**config.mk**
```make
export PLATFORM = sky130hd
export DESIGN_NAME = bldc_commutator
export DESIGN_NICKNAME = d
export VERILOG_FILES = /design/src/rtl/bldc_pkg.sv /design/src/rtl/hall_sync.sv /design/src/rtl/comm_decode.sv /design/src/rtl/leg_drive.sv /design/src/rtl/bldc_commutator.sv
export SDC_FILE = /design/constraint.sdc
export NUM_CORES = 1
export LEC_CHECK = 0
export CAP_MARGIN = 30
export CORE_UTILIZATION = 43
export CTS_CLUSTER_DIAMETER = 80
export CTS_CLUSTER_SIZE = 40
export DETAILED_ROUTE_END_ITERATION = 10
export RECOVER_POWER = 25
export SLEW_MARGIN = 20
export SYNTH_ARGS = -nofsm -noshare
export SYNTH_HDL_FRONTEND = slang
export SYNTH_HIERARCHICAL = 1
export SYNTH_SLANG_ARGS = --single-unit
```
**constraint.sdc**
```tcl
create_clock -name clk -period 4 [get_ports clk]
set_input_delay 0.4 -clock clk [delete_from_list [all_inputs] [get_ports clk]]
set_output_delay 0.4 -clock clk [all_outputs]
set_load 0.02 [all_outputs]
```
**src/rtl/bldc_pkg.sv**
```systemverilog
package bldc_pkg;

  typedef enum logic [1:0] {
    PH_OFF = 2'd0,
    PH_HI  = 2'd1,
    PH_LO  = 2'd2
  } phase_e;

  // Commutation for the forward direction. h[0] is phase 1.
  // Result packs phase n state into bits [2n+1:2n].
  function automatic logic [5:0] comm_row(input logic [2:0] h);
    logic [5:0] r;
    case (h)
      3'b101:  r = {PH_OFF, PH_HI,  PH_LO };
      3'b001:  r = {PH_HI,  PH_OFF, PH_LO };
      3'b011:  r = {PH_HI,  PH_LO,  PH_OFF};
      3'b010:  r = {PH_OFF, PH_LO,  PH_HI };
      3'b110:  r = {PH_LO,  PH_OFF, PH_HI };
      3'b100:  r = {PH_LO,  PH_HI,  PH_OFF};
      default: r = {PH_OFF, PH_OFF, PH_OFF};
    endcase
    return r;
  endfunction

  function automatic logic code_illegal(input logic [2:0] h);
    return (h == 3'b000) || (h == 3'b111);
  endfunction

endpackage

```
**src/rtl/hall_sync.sv**
```systemverilog
module hall_sync #(
  parameter int          W       = 3,
  parameter logic [W-1:0] RST_VAL = '1
) (
  input  logic         clk,
  input  logic         rst_n,
  input  logic [W-1:0] d_async,
  output logic [W-1:0] q_sync
);
  logic [W-1:0] meta_q;

  always_ff @(posedge clk or negedge rst_n) begin
    if (!rst_n) begin
      meta_q <= RST_VAL;
      q_sync <= RST_VAL;
    end else begin
      meta_q <= d_async;
      q_sync <= meta_q;
    end
  end
endmodule

```
**src/rtl/comm_decode.sv**
```systemverilog
module comm_decode
  import bldc_pkg::*;
#(
  parameter int NPH = 3
) (
  input  logic           clk,
  input  logic           rst_n,
  input  logic [NPH-1:0] hall_s,
  input  logic           fwd_sel,
  input  logic           stop_req,
  input  logic           pwm_in_n,
  input  logic           hs_block,
  output logic [NPH-1:0] want_hs,
  output logic [NPH-1:0] want_ls,
  output logic           illegal
);
  logic [NPH-1:0] code;
  logic [5:0]     row;

  assign code    = fwd_sel ? hall_s : ~hall_s;
  assign row     = comm_row(code);
  assign illegal = code_illegal(code);

  for (genvar p = 0; p < NPH; p++) begin : g_ph
    phase_e st;
    assign st = phase_e'(row[2*p +: 2]);

    always_comb begin
      want_hs[p] = 1'b0;
      want_ls[p] = 1'b0;
      if (stop_req) begin
        want_ls[p] = 1'b1;
      end else begin
        case (st)
          PH_HI: begin
            want_hs[p] = !pwm_in_n && !hs_block;
            want_ls[p] = pwm_in_n && !hs_block;
          end
          PH_LO:   want_ls[p] = 1'b1;
          default: ;
        endcase
      end
    end
  end

  // R7 support: requests to a leg are mutually exclusive
  a_r7_req_exclusive: assert property (@(posedge clk) disable iff (!rst_n)
    (want_hs & want_ls) == '0);
endmodule

```
**src/rtl/leg_drive.sv**
```systemverilog
module leg_drive #(
  parameter int DEAD_CYC = 3
) (
  input  logic clk,
  input  logic rst_n,
  input  logic want_hs,
  input  logic want_ls,
  output logic hs_q,
  output logic ls_q
);
  localparam int CW = $clog2(DEAD_CYC + 1) + 1;
  localparam logic [CW-1:0] GAP_DONE = CW'(DEAD_CYC);

  logic [CW-1:0] gap_q;
  logic drop, idle, gap_met;

  assign drop    = (hs_q && !want_hs) || (ls_q && !want_ls);
  assign idle    = !hs_q && !ls_q;
  assign gap_met = gap_q >= GAP_DONE;

  always_ff @(posedge clk or negedge rst_n) begin
    if (!rst_n) begin
      hs_q  <= 1'b0;
      ls_q  <= 1'b0;
      gap_q <= GAP_DONE;
    end else if (drop) begin
      hs_q  <= 1'b0;
      ls_q  <= 1'b0;
      gap_q <= '0;
    end else if (idle) begin
      if (gap_met) begin
        hs_q <= want_hs;
        ls_q <= want_ls;
      end else begin
        gap_q <= gap_q + 1'b1;
      end
    end
  end

  a_r7_no_shoot_through: assert property (@(posedge clk) disable iff (!rst_n)
    !(hs_q && ls_q));
  a_r7_hs_after_gap: assert property (@(posedge clk) disable iff (!rst_n)
    $rose(hs_q) |-> !$past(ls_q));
  a_r7_ls_after_gap: assert property (@(posedge clk) disable iff (!rst_n)
    $rose(ls_q) |-> !$past(hs_q));
endmodule

```
**src/rtl/bldc_commutator.sv**
```systemverilog
module bldc_commutator #(
  parameter int DEAD_CYC = 3
) (
  input  logic       clk,
  input  logic       rst_n,
  input  logic [2:0] hall_raw,
  input  logic       fwd_sel,
  input  logic       stop_req,
  input  logic       pwm_in_n,
  input  logic       lock_trip,
  input  logic       ilim_trip,
  output logic [2:0] hs_en,
  output logic [2:0] ls_en,
  output logic       tach_pull_low
);
  localparam int NPH = 3;

  logic [NPH-1:0] hall_s;
  logic [NPH-1:0] want_hs, want_ls;
  logic           illegal_code;
  logic           hs_block;

  assign hs_block = lock_trip || ilim_trip;

  hall_sync #(.W(NPH), .RST_VAL('1)) u_sync (
    .clk    (clk),
    .rst_n  (rst_n),
    .d_async(hall_raw),
    .q_sync (hall_s)
  );

  comm_decode #(.NPH(NPH)) u_dec (
    .clk     (clk),
    .rst_n   (rst_n),
    .hall_s  (hall_s),
    .fwd_sel (fwd_sel),
    .stop_req(stop_req),
    .pwm_in_n(pwm_in_n),
    .hs_block(hs_block),
    .want_hs (want_hs),
    .want_ls (want_ls),
    .illegal (illegal_code)
  );

  for (genvar p = 0; p < NPH; p++) begin : g_leg
    leg_drive #(.DEAD_CYC(DEAD_CYC)) u_leg (
      .clk    (clk),
      .rst_n  (rst_n),
      .want_hs(want_hs[p]),
      .want_ls(want_ls[p]),
      .hs_q   (hs_en[p]),
      .ls_q   (ls_en[p])
    );
  end

  // Open drain: pull low while synchronised phase 1 reads low
  assign tach_pull_low = !hall_s[0];

  a_r3_illegal_all_off: assert property (@(posedge clk) disable iff (!rst_n)
    (illegal_code && !stop_req) |=> (hs_en == '0) && (ls_en == '0));
  a_r5_brake_hs_off: assert property (@(posedge clk) disable iff (!rst_n)
    stop_req |=> hs_en == '0);
  a_r8_trip_hs_off: assert property (@(posedge clk) disable iff (!rst_n)
    hs_block |=> hs_en == '0);
endmodule

```
# ---- Word-level counts from Yosys, hierarchy flattened
# Index checks and enable logic that the tools add are counted.
dict set report classes {
  n_addsub 3
  magnitude_cmp 3
  n_eq_ne 15
  mux 41
  n_bitwise 1
  n_reduce_logical 42
}
# cell n
set ops {}
lappend ops {{$pmux W6 S6} 1}
lappend ops {{$mux W3} 10}
lappend ops {{$mux W1} 27}
lappend ops {{$logic_not A1 Y1} 15}
lappend ops {{$reduce_and A2 Y1} 6}
lappend ops {{$reduce_bool A2 Y1} 6}
lappend ops {{$logic_and A1 B1 Y1} 11}
lappend ops {{$add A3 B1 Y3 const B} 3}
lappend ops {{$eq A3 B3 Y1 const B} 3}
lappend ops {{$ge A3 B2 Y1 const B} 3}
lappend ops {{$eq A2 B1 Y1 const B} 3}
lappend ops {{$eq A2 B2 Y1 const B} 3}
lappend ops {{$eq A3 B2 Y1 const B} 2}
lappend ops {{$ne A2 B1 Y1 const B} 3}
lappend ops {{$pmux W1 S2} 3}
lappend ops {{$logic_or A1 B1 Y1} 4}
lappend ops {{$eq A3 B1 Y1 const B} 1}
lappend ops {{$not A3 Y3} 1}
dict set report totals {
  regBits 21
  out_inout_bits 7
  wordCells 116
}

# ---- Depth between registers and ports, before layout
# Gate-level depths: netlist of the first run.
dict set report logic_depth {
  word_depth 12
  depth_mapped 11
  mapped_depth_nobuf 10
}

# ---- Hierarchy
# The synthesis of the first run kept the hierarchy.
# module instances cells_per_inst area_per_inst_um2 seq_area_each_um2
set modules_own_cells {}
lappend modules_own_cells {leg_drive 3 27 277.8 127.6}
lappend modules_own_cells {comm_decode 1 40 281.5 0.0}
lappend modules_own_cells {hall_sync 1 6 157.7 157.7}
lappend modules_own_cells {bldc_commutator 1 2 10.0 0.0}

# ---- Least setup slack after synthesis of the first run
# No wires, ideal clock.
dict set report synth_path {
  path_kind {register to register}
  start {reg u_sync.q_sync[1]}
  end {reg g_leg[1].u_leg.ls_q}
  setup_ps 119
  arrival_time_ps 1719
  required_time_ps 3881
  slack_ps 2162
  path_stages_with_launch 9
  path_buffers 0
  synth_period_minus_slack_ps 1838
  path_cell_list {dfstp_2 -> nand2b_1 -> or2_1 -> a21bo_1 -> ha_1 -> and2_1 -> nand2b_1 -> o2bb2ai_1 -> and2_1}
}
dict set report synth_via {
  elab_chain_cells 12
}
# item line_no
set synth_lines {}
lappend synth_lines {{start: declaration} hall_sync.sv:8} ;# output logic [W-1:0] q_sync
lappend synth_lines {{start signal: assignment} hall_sync.sv:18} ;# q_sync <= meta_q;
lappend synth_lines {{$not A3 Y3} comm_decode.sv:20} ;# assign code = fwd_sel ? hall_s : ~hall_s;
lappend synth_lines {{$mux W3 *} comm_decode.sv:20}
lappend synth_lines {{$eq A3 B3 Y1 (tied with other cells)} bldc_pkg.sv:13} ;# case (h)
lappend synth_lines {{$pmux W6 S6 *} bldc_pkg.sv:13}
lappend synth_lines {{$eq A2 B1 Y1 *} comm_decode.sv:34} ;# case (st)
lappend synth_lines {{$mux W1 *} comm_decode.sv:34}
lappend synth_lines {{$mux W1 *} comm_decode.sv:31} ;# if (stop_req) begin
lappend synth_lines {{net want_hs[1]} bldc_commutator.sv:19} ;# logic [NPH-1:0] want_hs, want_ls;
lappend synth_lines {{$logic_not A1 Y1 *} leg_drive.sv:17} ;# assign drop = (hs_q && !want_hs) || (ls_q && !want_ls);
lappend synth_lines {{$logic_and A1 B1 Y1 *} leg_drive.sv:17}
lappend synth_lines {{$logic_or A1 B1 Y1 *} leg_drive.sv:17}
lappend synth_lines {{$reduce_bool A2 Y1 (no line)} --}
lappend synth_lines {{$reduce_and A2 Y1 (no line)} --}
lappend synth_lines {{end signal: assignment} leg_drive.sv:33} ;# ls_q <= want_ls;
lappend synth_lines {{end: declaration} leg_drive.sv:9} ;# output logic ls_q
# Mark *: on every way through the listed nets, which the timed path passes. The rest lies on a longest branch. The select of a mux whose other input is x is not followed.
# A chain may end at the register's enable or synchronous reset.

# ---- Worst setup path in the final report of the first run
dict set report layout_path {
  start {in fwd_sel}
  end {reg g_leg[2].u_leg.gap_q[0]}
}
dict set report layout_via {
  elab_chain_cells 11
}
# item line_no
set layout_lines {}
lappend layout_lines {{start: declaration} bldc_commutator.sv:7} ;# input logic fwd_sel,
lappend layout_lines {{$mux W3 *} comm_decode.sv:20}
lappend layout_lines {{$eq A3 B3 Y1 (tied with other cells)} bldc_pkg.sv:13}
lappend layout_lines {{$pmux W6 S6 *} bldc_pkg.sv:13}
lappend layout_lines {{$eq A2 B2 Y1 / $eq A2 B1 Y1 (equally long branches)} comm_decode.sv:34}
lappend layout_lines {{$pmux W1 S2 *} comm_decode.sv:34}
lappend layout_lines {{$mux W1 *} comm_decode.sv:31}
lappend layout_lines {{net want_ls[2]} bldc_commutator.sv:19}
lappend layout_lines {{$logic_not A1 Y1 *} leg_drive.sv:17}
lappend layout_lines {{$logic_and A1 B1 Y1 *} leg_drive.sv:17}
lappend layout_lines {{$logic_or A1 B1 Y1 *} leg_drive.sv:17}
lappend layout_lines {{$ne A2 B1 Y1 (no line) / $reduce_bool A2 Y1 (equally long branches)} --}
lappend layout_lines {{$reduce_and A2 Y1 (no line)} --}
lappend layout_lines {{end signal: assignment} leg_drive.sv:35} ;# gap_q <= gap_q + 1'b1;
lappend layout_lines {{end: declaration} leg_drive.sv:14} ;# logic [CW-1:0] gap_q;
# Mark *: on every way through the listed nets, which the timed path passes. The rest lies on a longest branch.

==> impl_results.md, run 1 <==
* # resized after CTS at 0
* CTS root buf: clkbuf_4
* Global Route Usage Sum at 16.7%
* Period minus WS final at 2.18 ns
* # setup viols final at 0
* Commonest non-fill, non-tap cell in the layout: clkdlybuf4s50_1
* Largest net degree at the start of global routing at 22
* Pwr/cell area at 538 mW/mm^2
* MaxCap Viol Count at 0
* Startpoint Class: primary input
* Layout Cells excl Fill at 176
* Reg clk slew, reported paths at 0.12 ns
* Syn_area_per_cell at 10.1 um^2
* Status: finished clean
* Core area at 0.00278 mm^2
* Post-CTS setup buffer count at 0
* Max H-tree Level at 1
* Worst slew pin tran at 1.14 ns
* Layout net count at 166
* Clk sinks at 21
* Die W at 56.3 um
* Final Core Density at 53.1%
* Initial antenna violation count at 0
* RePlAce Congestion at 0.762
* Clk buf depth at 2
* IO Port Bufs at 16
* CTS tree: yes
* Routed vias/inst at 5.48
* Most frequent cells in the layout: clkdlybuf4s50_1, nand2_1, dfstp_2, ha_1
* Final WS setup at 1.82 ns
* Initial Utilization at 45.6%
* Critical path buffer and inverter count at 2
* Synth-to-Final Area Change at 16.5%
* Normalized max-slew margin at 24.0%
* I/O pins at 17
* Post-Syn Area at 0.00127 mm^2
* Filler instances at 249
* Layout Skew at 0.00347 ns
* Synthesized Nets at 146
* Leak Pwr at 0.671 nW
* Worst Hold Class: primary input to asynchronous set/reset pin
* Final Power at 0.795 mW
* Post-detailed-route wirelength per cell at 13.7 um
* Placed insts at 172
* Vias in the first global route at 938
* Period utilization at 54.6%
* Max-slew violation count at 0
* Total gr overflow at 0
* CP Max Fanout at 9
* # DRC at 0
* DR vias at 964
* First-pass GRT wire length at 4.13 mm
* Die area at 0.00317 mm^2
* # diodes at 0
* Starting DRC count in detailed routing at 37
* Antenna viol nets, final at 0
* CTS buffer count at 3
* Slowest CP cell: clkdlybuf4s50_1
* Yosys warning count at 6
* Share of cells above drive strength 1 at 16.6%
* Final WL at 2.42 mm
* IR drop worst, VDD at 450 uV
* Row cnt at 19
* Max incr delay on CP at 0.69 ns
* Post-synthesis cell count at 126
* DP HPWL at 1.80 mm
* CP Data Required Time at 4.24 ns
* CP delay by family, top: buffers and inverters
* RSZ-0062 raised after global routing: no
* Critical Setup Path Class: primary input to flop
* Critical Path End Type: flop
* Crit-path cells: clkdlybuf4s50_1, inv_4, or2_1, o21a_1, ha_1, o21bai_1, nand2b_1, o2111ai_1, o21ai_1
* DIE HEIGHT at 56.3 um
* Final hold vios at 0
* Pre-Repair DR Iteration Count at 4
* Hold_buf cts at 0
* Max Fclk at 0.458 GHz
* Setup TNS at 0 ns
* Clock Latency Late Sink at 0.30 ns
* Signal arrival time at the worst endpoint at 2.42 ns
* Dpl ws at 1.52 ns
-- area by class of cell --
class | instances | area, um^2 | area share (%)
Timing Repair Buffer | 16 | 154 | 10.4
Clock buffer | 3 | 22.5 | 1.53
Clock inverter | 1 | 5.00 | 0.339
Multi-Input combinational cell | 98 | 691 | 46.8
Inverter | 6 | 25.0 | 1.69
Sequential cell | 21 | 541 | 36.6
Tap cell | 31 | 38.8 | 2.63
-- per-stage QoR --
| step | hold slack (ns) | area (um^2) |
|---|---|---|
| 2_1_floorplan | 0.104 | 1270 |
| 3_3_place_gp | 0.346 | 1460 |
| 3_5_place_dp | 0.349 | 1460 |
| 4_1_cts | 0.367 | 1480 |
| 5_1_grt | 0.368 | 1480 |
| 6_report | 0.286 | 1480 |
-- metal layers --
| layer | vias up | wire [um] | track usage [%] |
|---|---|---|---|
| met1 | 461 | 1310 | 24.3 |
| met2 | 13 | 1020 | 25.5 |
| li1 | 488 | - | - |
| met5 | - | 0 | 0 |
| met4 | 0 | 17 | 5.23 |
| met3 | 2 | 72 | 2.76 |
-- sequential cells by signal (all words and copies together), names as in the netlist --
| name | cells |
|---|---|
| g_leg.u_leg/gap_q | 9 |
| g_leg.u_leg/hs_q | 3 |
| g_leg.u_leg/ls_q | 3 |
| u_sync/meta_q | 3 |
| u_sync/q_sync | 3 |
-- path summary, 6_finish.rpt --
check | slack [ns] | cells after the start | to | start
max | 1.82 | 9 | g_leg[2].u_leg/gap_q[0] | fwd_sel
max reg2reg | 2.05 | 8 | g_leg[1].u_leg/ls_q | u_sync/q_sync[1]
min reg2reg | 0.37 | 0 | u_sync/q_sync[2] | u_sync/meta_q[2]
min | 0.29 | 1 | g_leg[0].u_leg/hs_q | rst_n
min in group clk | 0.37 | 0 | u_sync/q_sync[2] | u_sync/meta_q[2]
max in group asynchronous | 3.04 | 1 | g_leg[1].u_leg/ls_q | rst_n
-- power by group --
part	total [mW]	internal (mW)	leakage, nW	switching (mW)
clock	0.103	0.0372	0.0177	0.0656
sequential	0.372	0.296	0.240	0.0766
combinational	0.320	0.154	0.414	0.166
Power figures use the tool's default switching activity.
==> inputs of run 2 (changes only) <==
clock period = 2.3 ns   (was 4 ns; I/O delays follow)
==> run 2 against run 1 <==
Highest routed layer unchanged. Total power rose by 74%. Largest power group unchanged. Via count rose by 3.0%. Hold slack improved by 0.078 ns. Clock power rose by 85%.
==> impl_results.md, run 2 (synthesis gave the netlist of run 1 again) <==
* Worst Hold Class: flop to flop
* # setup viols final at 0 (unchanged)
* Core area at 0.00278 mm^2 (unchanged)
* Starting DRC count in detailed routing at 47 (+27%)
* Clk buf depth at 2 (unchanged)
* Clk sinks at 21 (unchanged)
* Post-CTS setup buffer count at 0 (unchanged)
* Synth-to-Final Area Change at 18.1%
* Routed vias/inst at 5.58 (+1.9%)
* Internal power at 0.846 mW (+74%)
* Clock Latency Late Sink at 0.32 ns (+0.02 ns)
* Final Cell Area at 0.00150 mm^2 (+1.4%)
* Die W at 56.3 um (unchanged)
* Switch Pwr at 0.538 mW (+75%)
* IR drop worst, VDD at 695 uV (+54%)
* Max Fclk at 0.503 GHz
* CP Data Required Time at 2.52 ns (-1.72 ns)
* Final WS setup at 0.310 ns (-1.51 ns)
* Layout Skew at 0.00564 ns (+0.00216 ns)
* MaxCap Viol Count at 0 (unchanged)
* Largest register FFs at 9 (unchanged)
* Pwr/cell area at 925 mW/mm^2 (+72%)
* Critical Setup Path Class: flop to flop
* Hold wc startpoint: u_sync/meta_q[0]
* Initial antenna violation count at 0 (unchanged)
* Max-slew violation count at 0 (unchanged)
* Crit-path cells: nand2b_1, or2_1, a21bo_1, ha_1, and2_1, nand2b_1, o2bb2ai_1, and2_1
* # diodes at 0 (unchanged)
* Most frequent cells in the layout: nand2_1, dfstp_2, clkdlybuf4s50_1, ha_1
* Row cnt at 19 (unchanged)
* Startpoint Class: flop
* CTS buffer count at 3 (unchanged)
* Period minus WS final at 1.99 ns
* Reg clk slew, reported paths at 0.13 ns (about the same)
* Top reg by flops: g_leg.u_leg/gap_q
* Die area at 0.00317 mm^2 (unchanged)
* Combinational share of power at 39.5% (-0.7 points)
* CTS root buf: clkbuf_4
* Initial Utilization at 45.6% (unchanged)
* Period utilization at 86.5%
* Dpl ws at 0.176 ns (-1.35 ns)
* Antenna viol nets, final at 0 (unchanged)
* Worst slew pin tran at 1.11 ns (-0.0300 ns)
* IO Port Bufs at 16 (unchanged)
* Final hold vios at 0 (unchanged)
* Placed insts at 174 (+1.2%)
* Largest net degree at the start of global routing at 22 (unchanged)
* # resized after CTS at 0 (unchanged)
* RePlAce Congestion at 0.759 (-0.38%)
* Commonest non-fill, non-tap cell in the layout: nand2_1
* Leak Pwr at 0.677 nW (+0.90%)
* Max H-tree Level at 1 (unchanged)
* CP Max Fanout at 4 (-5)
* Signal arrival time at the worst endpoint at 2.21 ns (-0.21 ns)
* Post-detailed-route wirelength per cell at 13.4 um (-2.6%)
* Pre-Repair DR Iteration Count at 4 (unchanged)
* RSZ-0062 raised after global routing: no
* Status: finished clean
* Slowest CP cell: dfstp_2
* DP Area at 0.00147 mm^2 (+1.0%)
* Share of cells above drive strength 1 at 17.0% (+0.46 points)
* DR vias at 993 (+3.0%)
* Vias in the first global route at 947 (+0.96%)
* CP delay by family, top: simple AND/OR/NAND/NOR gates
* I/O pins at 17 (unchanged)
* Max incr delay on CP at 0.57 ns (-0.12 ns)
* R2r startpoint: u_sync/q_sync[1]
* # DRC at 0 (unchanged)
* CTS tree: yes
* Net Sw Frac at 38.9% (+0.092 points)
* Setup TNS at 0 ns (unchanged)
* Critical Path End Type: flop
* Final Power at 1.38 mW (+74%)
* DP HPWL at 1.80 mm (about the same)
* Final WL at 2.38 mm (-1.5%)
* DIE HEIGHT at 56.3 um (unchanged)
* Global Route Usage Sum at 17.0% (+0.26 points)
* Clock power frac at 13.8% (+0.9 points)
* Critical path buffer and inverter count at 0 (-2)
* Normalized max-slew margin at 26.0% (+2.0 points)
* Layout net count at 168 (+1.2%)
* Total gr overflow at 0 (unchanged)
* Hold_buf cts at 0 (unchanged)
* Reg power frac at 46.7% (about the same)
* First-pass GRT wire length at 4.15 mm (+0.48%)
* Setup crit start: u_sync/q_sync[1]
* Layout Cells excl Fill at 178 (+1.1%)
-- run 2: cell count changes in the layout (fill, tap and decap cells not counted), sizes merged --
cell | previous run | this run
buf | 0 | 1
clkinvlp | 0 | 1
clkinv | 1 | 0
dlygate4sd3 | 0 | 4
clkdlybuf4s50 | 15 | 12
-- run 2: final timing paths --
path | endpoint | slack [ns] | depth (start not counted)
setup / recovery | g_leg[1].u_leg/ls_q | 0.31 | 8
hold / removal | u_sync/q_sync[0] | 0.36 | 0
setup reg to reg | g_leg[1].u_leg/ls_q | 0.31 | 8
hold reg to reg | u_sync/q_sync[0] | 0.36 | 0
max in group asynchronous | g_leg[1].u_leg/ls_q | 1.02 | 2
min in group asynchronous | g_leg[2].u_leg/gap_q[2] | 0.62 | 2
-- run 2: layout make-up --
cell class,count,area (um^2)
Clock buffer,3,22.5
Tap cell,31,38.8
Sequential cell,21,541
Timing Repair Buffer,18,171
Inverter,6,25.0
Fill cell,252,1280
Clock inverter,1,7.51
Multi-Input combinational cell,98,691
-- run 2: metal layers --
| metal | share of wire [%] | vias to the layer above | track usage, % | routed length [um] |
|---|---|---|---|---|
| li1 | - | 500 | - | - |
| met1 | 51 | 470 | 23.6 | 1220 |
| met2 | 43 | 19 | 25.7 | 1030 |
| met3 | 4.6 | 4 | 5.30 | 109 |
| met4 | 0.88 | 0 | 4.53 | 21 |
| met5 | 0 | - | 0 | 0 |
-- run 2: through the flow --
| stage | util (%) | hold WS [ns] |
|---|---|---|
| floorplan | - | -0.0656 |
| global placement | 52.9 | 0.347 |
| detailed placement | 52.9 | 0.347 |
| CTS | 53.9 | 0.226 |
| global route | 53.8 | 0.374 |
| finish | 53.8 | 0.364 |
-- run 2: power groups by stage --
| stage | Clock, mW | Sequential [mW] | Combinational (mW) |
|---|---|---|---|
| final | 0.191 | 0.646 | 0.547 |
| after global routing | 0.217 | 0.666 | 0.620 |
| after CTS | 0.206 | 0.645 | 0.550 |
| after detailed placement | 0 | 0.650 | 0.548 |
| after global placement | 0 | 0.646 | 0.538 |
| after floorplan | 0 | 0.649 | 0.380 |
==> inputs of run 3 (changes only) <==
CELL_PAD_IN_SITES_DETAIL_PLACEMENT = 1   (was default)
CELL_PAD_IN_SITES_GLOBAL_PLACEMENT = 2   (was default)
CORE_UTILIZATION = 34   (was 43)
PLACE_DENSITY_LB_ADDON = 0.1   (was default)
TNS_END_PERCENT = 100   (was default)
==> run 3 against run 2 <==
First-iteration DRC count decreased by 6.4%. Critical path depth stayed put. Sequential share of layout area shrank 0.83 points. Count of clock-buffer cells in the layout is the same. Sequential power hardly changed. Global-route usage is 1.3 points lower. Clock power increased by 23%. Hold slack got worse by 0.0081 ns.
==> impl_results.md, run 3 (synthesis gave the netlist of run 1 again) <==
* Final Cell Area at 0.00153 mm^2 (+2.3%)
* Starting DRC count in detailed routing at 44 (-6.4%)
* Combinational share of power at 39.0% (-0.5 points)
* DR vias at 978 (-1.5%)
* RSZ-0062 raised after global routing: no
* Status: finished clean
* Max incr delay on CP at 0.55 ns (-0.02 ns)
* Met1 usage at 20.8% (-2.8 points)
* Hold WS at 0.356 ns (-0.00809 ns)
* Most used routing layer: met2
* Pre-Repair DR Iteration Count at 4 (unchanged)
* Reg clk slew, reported paths at 0.08 ns (-0.05 ns)
* DP HPWL at 2.15 mm (+19%)
* # DRC at 0 (unchanged)
* CP Data Required Time at 2.45 ns (-0.07 ns)
* Internal power at 0.904 mW (+6.9%)
* Normalized max-slew margin at 25.5% (-0.51 points)
* Max Fclk at 0.490 GHz (-2.6%)
* Clk buf depth at 2 (unchanged)
* Largest register FFs at 9 (unchanged)
* Period utilization at 88.8% (+2.3 points)
* Signal arrival time at the worst endpoint at 2.19 ns (-0.02 ns)
* Die W at 63.1 um (+12%)
* Initial antenna violation count at 0 (unchanged)
* Final Core Density at 44.5% (-9.3 points)
* Pwr/cell area at 944 mW/mm^2 (+2.0%)
* CP Max Fanout at 4 (unchanged)
* IO Port Bufs at 16 (unchanged)
* First-pass GRT wire length at 4.95 mm (+19%)
* Layout Skew at 0.00581 ns (+0.000169 ns)
* Clock power frac at 16.2% (+2.4 points)
* RePlAce Congestion at 0.831 (+9.4%)
* Largest net degree at the start of global routing at 22 (unchanged)
* Total gr overflow at 0 (unchanged)
* R2R Setup Slk at 0.26 ns (-0.05 ns)
* DIE HEIGHT at 63.1 um (+12%)
* Die area at 0.00398 mm^2 (+25%)
* Final hold vios at 0 (unchanged)
* Commonest non-fill, non-tap cell in the layout: nand2_1
* Slowest CP cell: dfstp_2
* Hold_buf cts at 0 (unchanged)
* MaxCap Viol Count at 0 (unchanged)
* Global Route Usage Sum at 15.6% (-1.3 points)
* IR drop worst, VDD at 470 uV (-32%)
* Startpoint Class: flop
* DP Area at 0.00149 mm^2 (+1.3%)
* Vias in the first global route at 1063 (+12%)
* Switch Pwr at 0.541 mW (+0.46%)
* Share of cells above drive strength 1 at 17.0% (unchanged)
* Antenna viol nets, final at 0 (unchanged)
* Met2 usage at 26.1% (+0.39 points)
* Clock Latency Late Sink at 0.26 ns (-0.06 ns)
* Critical Setup Path Class: flop to flop
* # diodes at 0 (unchanged)
* Leak Pwr at 0.689 nW (+1.7%)
* Final WL at 2.64 mm (+11%)
* Layout net count at 168 (unchanged)
* Reg power frac at 44.9% (-1.8 points)
* CTS tree: yes
* Critical path buffer and inverter count at 0 (unchanged)
* Net Sw Frac at 37.4% (-1.5 points)
* CTS buffer count at 3 (unchanged)
* Critical Path End Type: flop
* Core area at 0.00344 mm^2 (+24%)
* Row cnt at 21 (+2)
* Clk sinks at 21 (unchanged)
* CP delay by family, top: simple AND/OR/NAND/NOR gates
* Period minus WS final at 2.04 ns (+0.0526 ns)
* Most frequent cells in the layout: nand2_1, dfstp_2, clkdlybuf4s50_1, ha_1
* Top reg by flops: g_leg.u_leg/gap_q
* Synth-to-Final Area Change at 20.8%
* GR Util met3 at 1.99% (-3.3 points)
* Routed vias/inst at 5.07 (-9.2%)
* # resized after CTS at 0 (unchanged)
* # setup viols final at 0 (unchanged)
* Initial Utilization at 36.8% (-8.7 points)
* CTS root buf: clkbuf_8
* Setup TNS at 0 ns (unchanged)
* Worst slew pin tran at 1.12 ns (+0.00761 ns)
* Max H-tree Level at 1 (unchanged)
* Max-slew violation count at 0 (unchanged)
* Post-detailed-route wirelength per cell at 13.7 um (+2.5%)
* Post-CTS setup buffer count at 0 (unchanged)
* Worst Hold Class: flop to flop
* I/O pins at 17 (unchanged)
* Crit-path cells: nand2b_1, or2_1, a21bo_1, ha_1, and2_1, nand2b_1, o2bb2ai_1, and2_1
[run 3: cell types whose count changed in the layout (fill, tap and decap cells not counted)]
cell,change
clkbuf_8,+3
clkinvlp_4,-1
clkinv_2,+1
clkbuf_4,-3
[run 3: stage by stage]
stage | std cells | power (mW) | worst slack, ns
final | 193 | 1.45 | 0.258
after global routing | 193 | 1.60 | 0.0590
after CTS | 193 | 1.48 | 0.254
after detailed placement | 189 | 1.23 | 0.120
after global placement | 189 | 1.20 | 0.157
after floorplan | 126 | 1.03 | 0.482
[run 3: worst reg2reg max path, stage by stage (launching register included)]
cell and delay [ns]:
dfstp_2 0.55, nand2b_1 0.15, or2_1 0.13, a21bo_1 0.20, ha_1 0.21, and2_1 0.16
nand2b_1 0.22, o2bb2ai_1 0.15, and2_1 0.16
[run 3: final timing paths]
path / startpoint / endpoint / depth (start not counted)
max: u_sync/q_sync[1] / g_leg[1].u_leg/ls_q / 8
max reg2reg: u_sync/q_sync[1] / g_leg[1].u_leg/ls_q / 8
max in group asynchronous: rst_n / g_leg[0].u_leg/hs_q / 2
min: u_sync/meta_q[1] / u_sync/q_sync[1] / 0
min reg2reg: u_sync/meta_q[1] / u_sync/q_sync[1] / 0
min in group asynchronous: rst_n / g_leg[1].u_leg/hs_q / 2
[run 3: power by group through the flow]
stage | clock [mW] | combinational [mW] | sequential [mW]
5_1_grt | 0.267 | 0.656 | 0.674
4_1_cts | 0.251 | 0.578 | 0.650
3_3_place_gp | 0 | 0.553 | 0.646
6_report | 0.234 | 0.563 | 0.649
2_1_floorplan | 0 | 0.380 | 0.649
3_5_place_dp | 0 | 0.574 | 0.657
[run 3: area by class of cell]
type / count / area (um^2)
Timing Repair Buffer: 18 / 171
Clock inverter: 1 / 5.00
Multi-Input combinational cell: 98 / 691
Fill cell: 399 / 1910
Tap cell: 46 / 57.6
Clock buffer: 3 / 41.3
Inverter: 6 / 25.0
Sequential cell: 21 / 541
[run 3: routing by layer]
layer	wire (um)	share of wire (%)	vias up
met5	0	0	-
li1	-	-	500
met2	1250	47	11
met1	1310	49	463
met4	34	1.3	0
met3	56	2.1	4
